===== src/rtl/psd_pkg.sv =====
package psd_pkg;
  localparam int PSD_A_W    = 6;
  localparam int PSD_N_W    = 12;
  localparam int PSD_LOG2M  = 6;
  localparam int PSD_N_MIN  = 5;

  typedef enum logic {
    MOD_NARROW = 1'b0,
    MOD_WIDE   = 1'b1
  } psd_mod_e;
endpackage


===== src/rtl/psd_cfg_guard.sv =====
module psd_cfg_guard #(
  parameter int AW   = psd_pkg::PSD_A_W,
  parameter int NW   = psd_pkg::PSD_N_W,
  parameter int NMIN = psd_pkg::PSD_N_MIN
) (
  input  logic [AW-1:0] a_raw,
  input  logic [NW-1:0] n_raw,
  output logic [AW-1:0] a_eff,
  output logic [NW-1:0] n_eff,
  output logic          bad
);
  localparam int PADW = NW - AW;

  logic [NW-1:0] a_wide;
  logic          n_small;
  logic          n_not_above_a;

  assign a_wide        = {{PADW{1'b0}}, a_raw};
  assign n_small       = (n_raw < NW'(NMIN));
  assign n_not_above_a = (n_raw <= a_wide);

  always_comb begin
    bad   = n_small | n_not_above_a;
    n_eff = n_raw;
    a_eff = a_raw;
    if (bad) begin
      n_eff = NW'(NMIN);
      if (a_raw >= AW'(NMIN)) a_eff = '0;
    end
  end
endmodule


===== src/rtl/psd_prescaler.sv =====
module psd_prescaler #(
  parameter int LOG2M = psd_pkg::PSD_LOG2M
) (
  input  logic              clk,
  input  logic              rst,
  input  logic              load,
  input  psd_pkg::psd_mod_e mode,
  output logic              tick
);
  import psd_pkg::*;
  localparam int CW = LOG2M + 1;
  localparam logic [CW-1:0] LOAD_NARROW = CW'((1 << LOG2M) - 1);
  localparam logic [CW-1:0] LOAD_WIDE   = CW'(1 << LOG2M);

  logic [CW-1:0] cnt_q;

  always_ff @(posedge clk) begin
    if (load) cnt_q <= (mode == MOD_WIDE) ? LOAD_WIDE : LOAD_NARROW;
    else      cnt_q <= cnt_q - 1'b1;
  end

  assign tick = (cnt_q == '0);

  AST_PRESC_BOUND: assert property (@(posedge clk) disable iff (rst)
    cnt_q <= LOAD_WIDE);
  AST_PRESC_RELOAD: assert property (@(posedge clk) disable iff (rst)
    tick |-> load);
endmodule


===== src/rtl/psd_swallow_ctr.sv =====
module psd_swallow_ctr #(
  parameter int AW = psd_pkg::PSD_A_W
) (
  input  logic          clk,
  input  logic          rst,
  input  logic          load,
  input  logic [AW-1:0] load_val,
  input  logic          step,
  output logic          wide_next
);
  logic [AW-1:0] cnt_q;

  always_ff @(posedge clk) begin
    if (load)                      cnt_q <= load_val;
    else if (step && cnt_q != '0)  cnt_q <= cnt_q - 1'b1;
  end

  assign wide_next = step ? (cnt_q > AW'(1)) : (cnt_q != '0);

  AST_SWALLOW_HOLD: assert property (@(posedge clk) disable iff (rst)
    (cnt_q == '0 && !load) |=> (cnt_q == '0));
  AST_SWALLOW_MONO: assert property (@(posedge clk) disable iff (rst)
    (!load && !step) |=> $stable(cnt_q));
endmodule


===== src/rtl/psd_main_ctr.sv =====
module psd_main_ctr #(
  parameter int NW = psd_pkg::PSD_N_W
) (
  input  logic          clk,
  input  logic          rst,
  input  logic          load,
  input  logic [NW-1:0] load_val,
  input  logic          step,
  output logic          last
);
  logic [NW-1:0] cnt_q;

  always_ff @(posedge clk) begin
    if (load)      cnt_q <= load_val;
    else if (step) cnt_q <= cnt_q - 1'b1;
  end

  assign last = (cnt_q == NW'(1));

  AST_MAIN_ALIVE: assert property (@(posedge clk) disable iff (rst)
    cnt_q != '0);
endmodule


===== src/rtl/pulse_swallow_divider.sv =====
module pulse_swallow_divider #(
  parameter int AW    = psd_pkg::PSD_A_W,
  parameter int NW    = psd_pkg::PSD_N_W,
  parameter int LOG2M = psd_pkg::PSD_LOG2M,
  parameter int NMIN  = psd_pkg::PSD_N_MIN
) (
  input  logic          clk,
  input  logic          rst,
  input  logic          restart,
  input  logic [AW-1:0] swallow_a,
  input  logic [NW-1:0] main_n,
  output logic          fp,
  output logic          cfg_err
);
  import psd_pkg::*;

  logic [AW-1:0] a_eff;
  logic [NW-1:0] n_eff;
  logic          bad;
  logic          tick;
  logic          last;
  logic          wide_next;
  logic          period_end;
  logic          reload_all;
  logic          presc_load;
  psd_mod_e      mode;
  logic          fp_q;
  logic          err_q;

  psd_cfg_guard #(.AW(AW), .NW(NW), .NMIN(NMIN)) u_guard (
    .a_raw(swallow_a), .n_raw(main_n),
    .a_eff(a_eff), .n_eff(n_eff), .bad(bad)
  );

  assign period_end = tick & last;
  assign reload_all = rst | restart | period_end;
  assign presc_load = reload_all | tick;

  always_comb begin
    if (reload_all) mode = (a_eff != '0) ? MOD_WIDE : MOD_NARROW;
    else            mode = wide_next ? MOD_WIDE : MOD_NARROW;
  end

  psd_prescaler #(.LOG2M(LOG2M)) u_presc (
    .clk(clk), .rst(rst), .load(presc_load), .mode(mode), .tick(tick)
  );

  psd_swallow_ctr #(.AW(AW)) u_swallow (
    .clk(clk), .rst(rst), .load(reload_all), .load_val(a_eff),
    .step(tick), .wide_next(wide_next)
  );

  psd_main_ctr #(.NW(NW)) u_main (
    .clk(clk), .rst(rst), .load(reload_all), .load_val(n_eff),
    .step(tick), .last(last)
  );

  always_ff @(posedge clk) begin
    if (rst) begin
      fp_q  <= 1'b0;
      err_q <= 1'b0;
    end else begin
      fp_q  <= period_end & ~restart;
      err_q <= bad;
    end
  end

  assign fp      = fp_q;
  assign cfg_err = err_q;

  AST_FP_SINGLE: assert property (@(posedge clk) disable iff (rst)
    fp |=> !fp);
  AST_RESTART_QUIET: assert property (@(posedge clk) disable iff (rst)
    restart |=> !fp);
  AST_CLAMP_APPLIED: assert property (@(posedge clk) disable iff (rst)
    bad |-> (n_eff == NW'(NMIN)));
  AST_ERR_FOLLOWS: assert property (@(posedge clk) disable iff (rst)
    !$past(rst) |-> (cfg_err == $past(bad)));
  AST_RESET_QUIET: assert property (@(posedge clk)
    $past(rst) |-> (!fp && !cfg_err));
endmodule


===== config.mk =====
export PLATFORM = sky130hd
export DESIGN_NAME = pulse_swallow_divider
export DESIGN_NICKNAME = d
export VERILOG_FILES = /design/src/rtl/psd_pkg.sv /design/src/rtl/psd_cfg_guard.sv /design/src/rtl/psd_prescaler.sv /design/src/rtl/psd_swallow_ctr.sv /design/src/rtl/psd_main_ctr.sv /design/src/rtl/pulse_swallow_divider.sv
export SDC_FILE = /design/constraint.sdc
export NUM_CORES = 1
export LEC_CHECK = 0
export CORE_MARGIN = 2
export CORE_UTILIZATION = 40
export CTS_CLUSTER_DIAMETER = 120
export DETAILED_ROUTE_END_ITERATION = 6
export PLACE_DENSITY_LB_ADDON = 0.08
export SLEW_MARGIN = 40
export SYNTH_ARGS = -nofsm -noshare
export SYNTH_HDL_FRONTEND = slang
export SYNTH_SLANG_ARGS = --single-unit

===== constraint.sdc =====
create_clock -name clk -period 6.3 [get_ports clk]
set_clock_uncertainty 0.2 [all_clocks]
set_input_delay 1.26 -clock clk [delete_from_list [all_inputs] [get_ports clk]]
set_output_delay 1.26 -clock clk [all_outputs]
set_load 0.02 [all_outputs]

==> out/qor.txt, run 1 <==
Synthesis-to-layout area growth - 17.4%
Hold Fails Final Rpt - 0
Post-synth EDFFs - 18
Hold WS - 0.392 ns
Diode count - 0
CP Class - in2reg
Hold/Removal Path Class - reg2reg
Drt first pass iters - 4
Max cap viols - 0
Max Fclk - 290 MHz
Row count - 24
Status - complete, no violations
Pin count of the biggest net entering global routing - 26
# hold bufs at CTS - 0
Setup TNS - 0 ns
CTS root buf - clkbuf_8
YS warnings - 0
First-pass GRT wire length - 7070 µm
Crit. Startpoint - swallow_a[3]
Fin crit share - 54.7%
Die area - 5090 µm²
Yosys top cell by area - edfxtp_1
Family with the most delay on the worst path - compound AO/OA/AOI/OAI gates
Worst setup EP type - flop
Reg-to-reg slack, setup - 3.48 ns
Gr usage total - 16.8%
Final min period - 3.44 ns
Final setup fails - 0
Top cells by count, synth - nand2_1 (25), edfxtp_1 (18), inv_1 (14)
Vias/cell - 5.41
Number of global-route vias before repair - 1535
Mapped Nets - 228
WL per Instance - 14.5 µm
CP Launch Type - primary input
Fin. max-slew vios - 0
RSZ-0062 raised after global routing - no
Cell variety after synth - 41
Mapped Cells - 195
CTS Buf Count - 3
Leakage - 0.810 nW
Fill count - 394
Die Y - 71.3 µm
Fraction of registers with async set/reset - 0%
Synth Cell Area - 1810 µm²
Antenna violation net count after detailed routing - 0
1st-iter DRT viols - 75
Slew @ Worst Pin - 0.634 ns
Max Buffers Root-to-Sink - 2
#FFs+latches synth - 27
Top cell type's share of synthesized area - 29.8%
Clk slew on worst S/H paths - 0.10 ns
Critical Path Fanout Max - 10
Io pins - 23
DRC Markers - 0
Mean Syn Cell Area - 9.30 µm²
Layout Nets - 251
TritonCTS clock tree - done
CP cell instances - clkdlybuf4s50_1 -> inv_1 -> ha_1 -> and3_1 -> nand4_1 -> and2_1 -> a21oi_2 -> o22ai_1
Max VDD drop - 0.0759 mV
Top cells by area, synth - edfxtp_1 (30%), dfxtp_1 (9.9%), ha_1 (8.3%), xnor2_1 (5.3%), nand2_1 (5.2%)
Slowest CP cell - clkdlybuf4s50_1
PwrDens - 198 nW/µm²
CP peak stage delay - 0.51 ns
Fraction of layout cells with a size suffix above 1 - 7.37%
Die Wd - 71.3 µm
RD Place Congestion - 0.854
Ys flop type - edfxtp_1
Worst R2R Start - u_main.cnt_q[1]
Hold_sp - u_main.cnt_q[11]
Clock sinks - 27
Core ar. - 4350 µm²
Max-slew headroom - 57.5%
Sequential area share after synthesis - 39.7%
Count leader, synth - nand2_1
Skew-Pair Late Insertion Delay - 0.27 ns
CTS H-tree lvls - 1
Post-CTS setup buffers - 0
Grt ovf - 0
Arrival @ worst endpoint - 3.25 ns
Final core occ - 48.9%
PortBufs - 22
Required @ worst endpoint - 6.10 ns
Total Wirelength - 3910 µm
Post-cts resize count - 0
Initial antenna violation count - 0
Initial Util - 41.7%
CP bufs+invs - 2
DR vias - 1456
Detailed placement HPWL - 3080 µm
[kinds of logic after synthesis]
| logic type | Yosys count | synth area share (%) |
|---|---|---|
| and+or+nand+nor | 71 | 21.9 |
| AOI/OAI and AO/OA | 48 | 16.8 |
| DFF | 27 | 39.7 |
| buffers and inverters | 20 | 4.90 |
| xor gates and xnor gates | 16 | 7.72 |
| adders and majority gates | 12 | 8.28 |
| muxes | 1 | 0.621 |
[per-stage QoR]
| step | cells | cell area, µm² | setup slack, ns | power (mW) |
|---|---|---|---|---|
| final | 269 | 2130 | 2.86 | 0.422 |
| after global routing | 269 | 2130 | 2.62 | 0.449 |
| after CTS | 269 | 2130 | 2.86 | 0.428 |
| after detailed placement | 265 | 2080 | 2.56 | 0.325 |
| after global placement | 264 | 2070 | 2.60 | 0.321 |
| after floorplan | 195 | 1810 | 3.39 | 0.292 |
[worst paths after layout]
check / depth (start not counted) / end
worst max-delay path: 8 / u_main.cnt_q[5]
worst min-delay path: 3 / fp
worst max register to register: 8 / u_swallow.cnt_q[2]
worst min register to register: 3 / fp
[registers in the layout (all words and copies together) (netlist names)]
signal,cells
cfg_err,1
fp,1
u_presc.cnt_q,7
u_swallow.cnt_q,6
u_main.cnt_q,12
[report_power, final]
part	switching (mW)	internal, mW
combinational	0.0479	0.0468
clock	0.0560	0.0452
sequential	0.0178	0.209
[routing by layer]
layer	vias to the layer above	track usage [%]	share of wire, %
li1	754	-	-
met1	669	24.4	52
met2	31	27.4	45
met3	2	2.25	3.4
met4	0	2.73	0.49
met5	-	0	0
[area by class of cell]
cell class              count  area [µm²]  share of cell area (%)
clock buffers               3        41.3                    1.94
flip-flops and latches     27         721                    33.8
well taps                  52        65.1                    3.06
clock inverters             1        6.26                   0.294
inverters                  15        56.3                    2.64
repair buffers             23         235                    11.0
multi-input cells         148        1000                    47.2
[tightest hold or removal path, cell delays in order (launching register included)]
cell and delay (ns):
edfxtp_1 0.37, nor4b_1 0.08, nand4_1 0.08, nor2_1 0.04
[placed cells by master, fill, tap and decap left out, drive strengths merged, types with 9 or more instances in the layout]
master / n
nor2: 9
a21oi: 13
nand2: 25
o22ai: 9
dfxtp: 9
ha: 12
edfxtp: 18
clkdlybuf4s50: 22
xnor2: 11
o21ai: 14
inv: 16
No activity file was read; power rests on OpenSTA's default activity.
==> inputs of run 2 (changes only) <==
clock period = 3.6 ns   (was 6.3 ns; I/O delays follow)
==> run 2 against run 1 <==
Against the previous run: combinational power is 75% higher; critical path type unchanged; cell count grew 0.37%; global-route usage decreased by 0.46 points; die area unchanged.
==> out/qor.txt, run 2 (synthesis results as in run 1) <==
RSZ-0062 raised after global routing - no (unchanged)
Max-slew headroom - 62.5% (was 57.5%)
CTS root buf - clkbuf_8 (unchanged)
Row count - 24 (unchanged)
Synthesis-to-layout area growth - 17.2% (was 17.4%)
Fin crit share - 79.3%
Diode count - 0 (unchanged)
Drt first pass iters - 4 (unchanged)
Detailed placement HPWL - 3110 µm (was 3080 µm)
First-pass GRT wire length - 6760 µm (was 7070 µm)
Setup TNS - 0 ns (unchanged)
Die area - 5090 µm² (unchanged)
Critical Path Fanout Max - 10 (unchanged)
CP Launch Type - primary input (unchanged)
Fraction of layout cells with a size suffix above 1 - 7.34% (was 7.37%)
Status - complete, no violations (unchanged)
Commonest non-fill, non-tap cell in the layout - nand2_1 (unchanged)
Max VDD drop - 0.147 mV (was 0.0759 mV)
Fill count - 386 (was 394)
Die Wd - 71.3 µm (unchanged)
Final min period - 2.85 ns
Die Y - 71.3 µm (unchanged)
Vias/cell - 5.59 (was 5.41)
Gr usage total - 16.4% (was 16.8%)
Hold/Removal Path Class - reg2reg (unchanged)
Number of global-route vias before repair - 1489 (was 1535)
Total Wirelength - 4020 µm (was 3910 µm)
Fin. max-slew vios - 0 (unchanged)
Final core occ - 48.9% (about the same)
Worst setup EP type - flop (unchanged)
Regs by FF count - u_main.cnt_q: 12 flops, u_presc.cnt_q: 7 flops, u_swallow.cnt_q: 6 flops (unchanged)
Hold Crit Depth - 3 (unchanged)
Max Fclk - 350 MHz
Initial Util - 41.7% (unchanged)
CTS Buf Count - 3 (unchanged)
Layout Nets - 252 (was 251)
TritonCTS clock tree - done (unchanged)
DRC Markers - 0 (unchanged)
Grt ovf - 0 (unchanged)
Max reg flops - 12 (unchanged)
Arrival @ worst endpoint - 2.66 ns (was 3.25 ns)
Skew-Pair Late Insertion Delay - 0.27 ns (about the same)
1st-iter DRT viols - 134 (was 75)
# hold bufs at CTS - 0 (unchanged)
Slew @ Worst Pin - 0.559 ns (was 0.634 ns)
Post-CTS setup buffers - 0 (unchanged)
Worst r2r path cells - 8 (unchanged)
Final setup fails - 0 (unchanged)
Leakage - 0.808 nW (was 0.810 nW)
Core ar. - 4350 µm² (unchanged)
WL per Instance - 14.9 µm (was 14.5 µm)
Post-cts resize count - 0 (unchanged)
CP Class - in2reg (unchanged)
Max Buffers Root-to-Sink - 2 (unchanged)
Most frequent cells in the layout - nand2_1 (25), clkdlybuf4s50_1 (22), edfxtp_1 (18), inv_1 (14), ha_1 (12) (unchanged)
Initial antenna violation count - 0 (unchanged)
Required @ worst endpoint - 3.41 ns (was 6.10 ns)
Pin count of the biggest net entering global routing - 24 (was 26)
Max cap viols - 0 (unchanged)
Hold Fails Final Rpt - 0 (unchanged)
Clock sinks - 27 (unchanged)
RD Place Congestion - 0.882 (was 0.854)
PwrDens - 346 nW/µm² (was 198 nW/µm²)
Clk slew on worst S/H paths - 0.09 ns (was 0.10 ns)
PortBufs - 22 (unchanged)
Antenna violation net count after detailed routing - 0 (unchanged)
Io pins - 23 (unchanged)
CTS H-tree lvls - 1 (unchanged)
Largest reg by FF count - u_main.cnt_q (unchanged)
DR vias - 1509 (was 1456)
==> run 2: layout make-up <==
class                           instances  area [µm²]  area share [%]
Multi-Input combinational cell        148        1000            47.2
Timing Repair Buffer                   24         235            11.1
Inverter                               15        56.3            2.65
Clock buffer                            4        45.0            2.12
Tap cell                               52        65.1            3.06
Sequential cell                        27         721            33.9
==> run 2: final timing paths <==
| check | slack [ns] | startpoint | endpoint |
|---|---|---|---|
| worst min register to register | 0.41 | u_main.cnt_q[3] | fp |
| worst min-delay path | 0.41 | u_main.cnt_q[3] | fp |
| worst max register to register | 0.89 | u_main.cnt_q[1] | u_main.cnt_q[2] |
| worst max-delay path | 0.75 | swallow_a[3] | u_main.cnt_q[1] |
==> run 2: critical path, cell delays in order <==
cell	delay (ns)
clkdlybuf4s50_1	0.52
inv_1	0.06
ha_1	0.33
and3_1	0.16
nand4_1	0.15
and2_1	0.20
a21oi_2	0.38
o22ai_1	0.14
==> run 2: stage by stage <==
step	power, mW	instances	setup WS [ns]	hold WS (ns)	area, µm²
2_1_floorplan	0.511	195	1.23	0.358	1810
3_3_place_gp	0.562	266	0.577	0.391	2080
3_5_place_dp	0.569	266	0.437	0.391	2080
4_1_cts	0.740	270	0.737	0.404	2130
5_1_grt	0.778	270	0.604	0.443	2130
6_report	0.735	270	0.745	0.409	2130
==> run 2: routing by layer <==
layer  wire length, µm  GRT usage [%]
met5                 0              0
met4                59           5.03
met3               145           2.67
met2              1890           26.5
met1              1930           22.5
==> run 2: where the power goes <==
group | internal, mW | total, mW | leakage (nW) | switching [mW]
Clock | 0.0793 | 0.173 | 0.0228 | 0.0939
Combinational | 0.0815 | 0.166 | 0.524 | 0.0848
Sequential | 0.365 | 0.396 | 0.260 | 0.0309
Total | 0.526 | 0.735 | 0.808 | 0.210
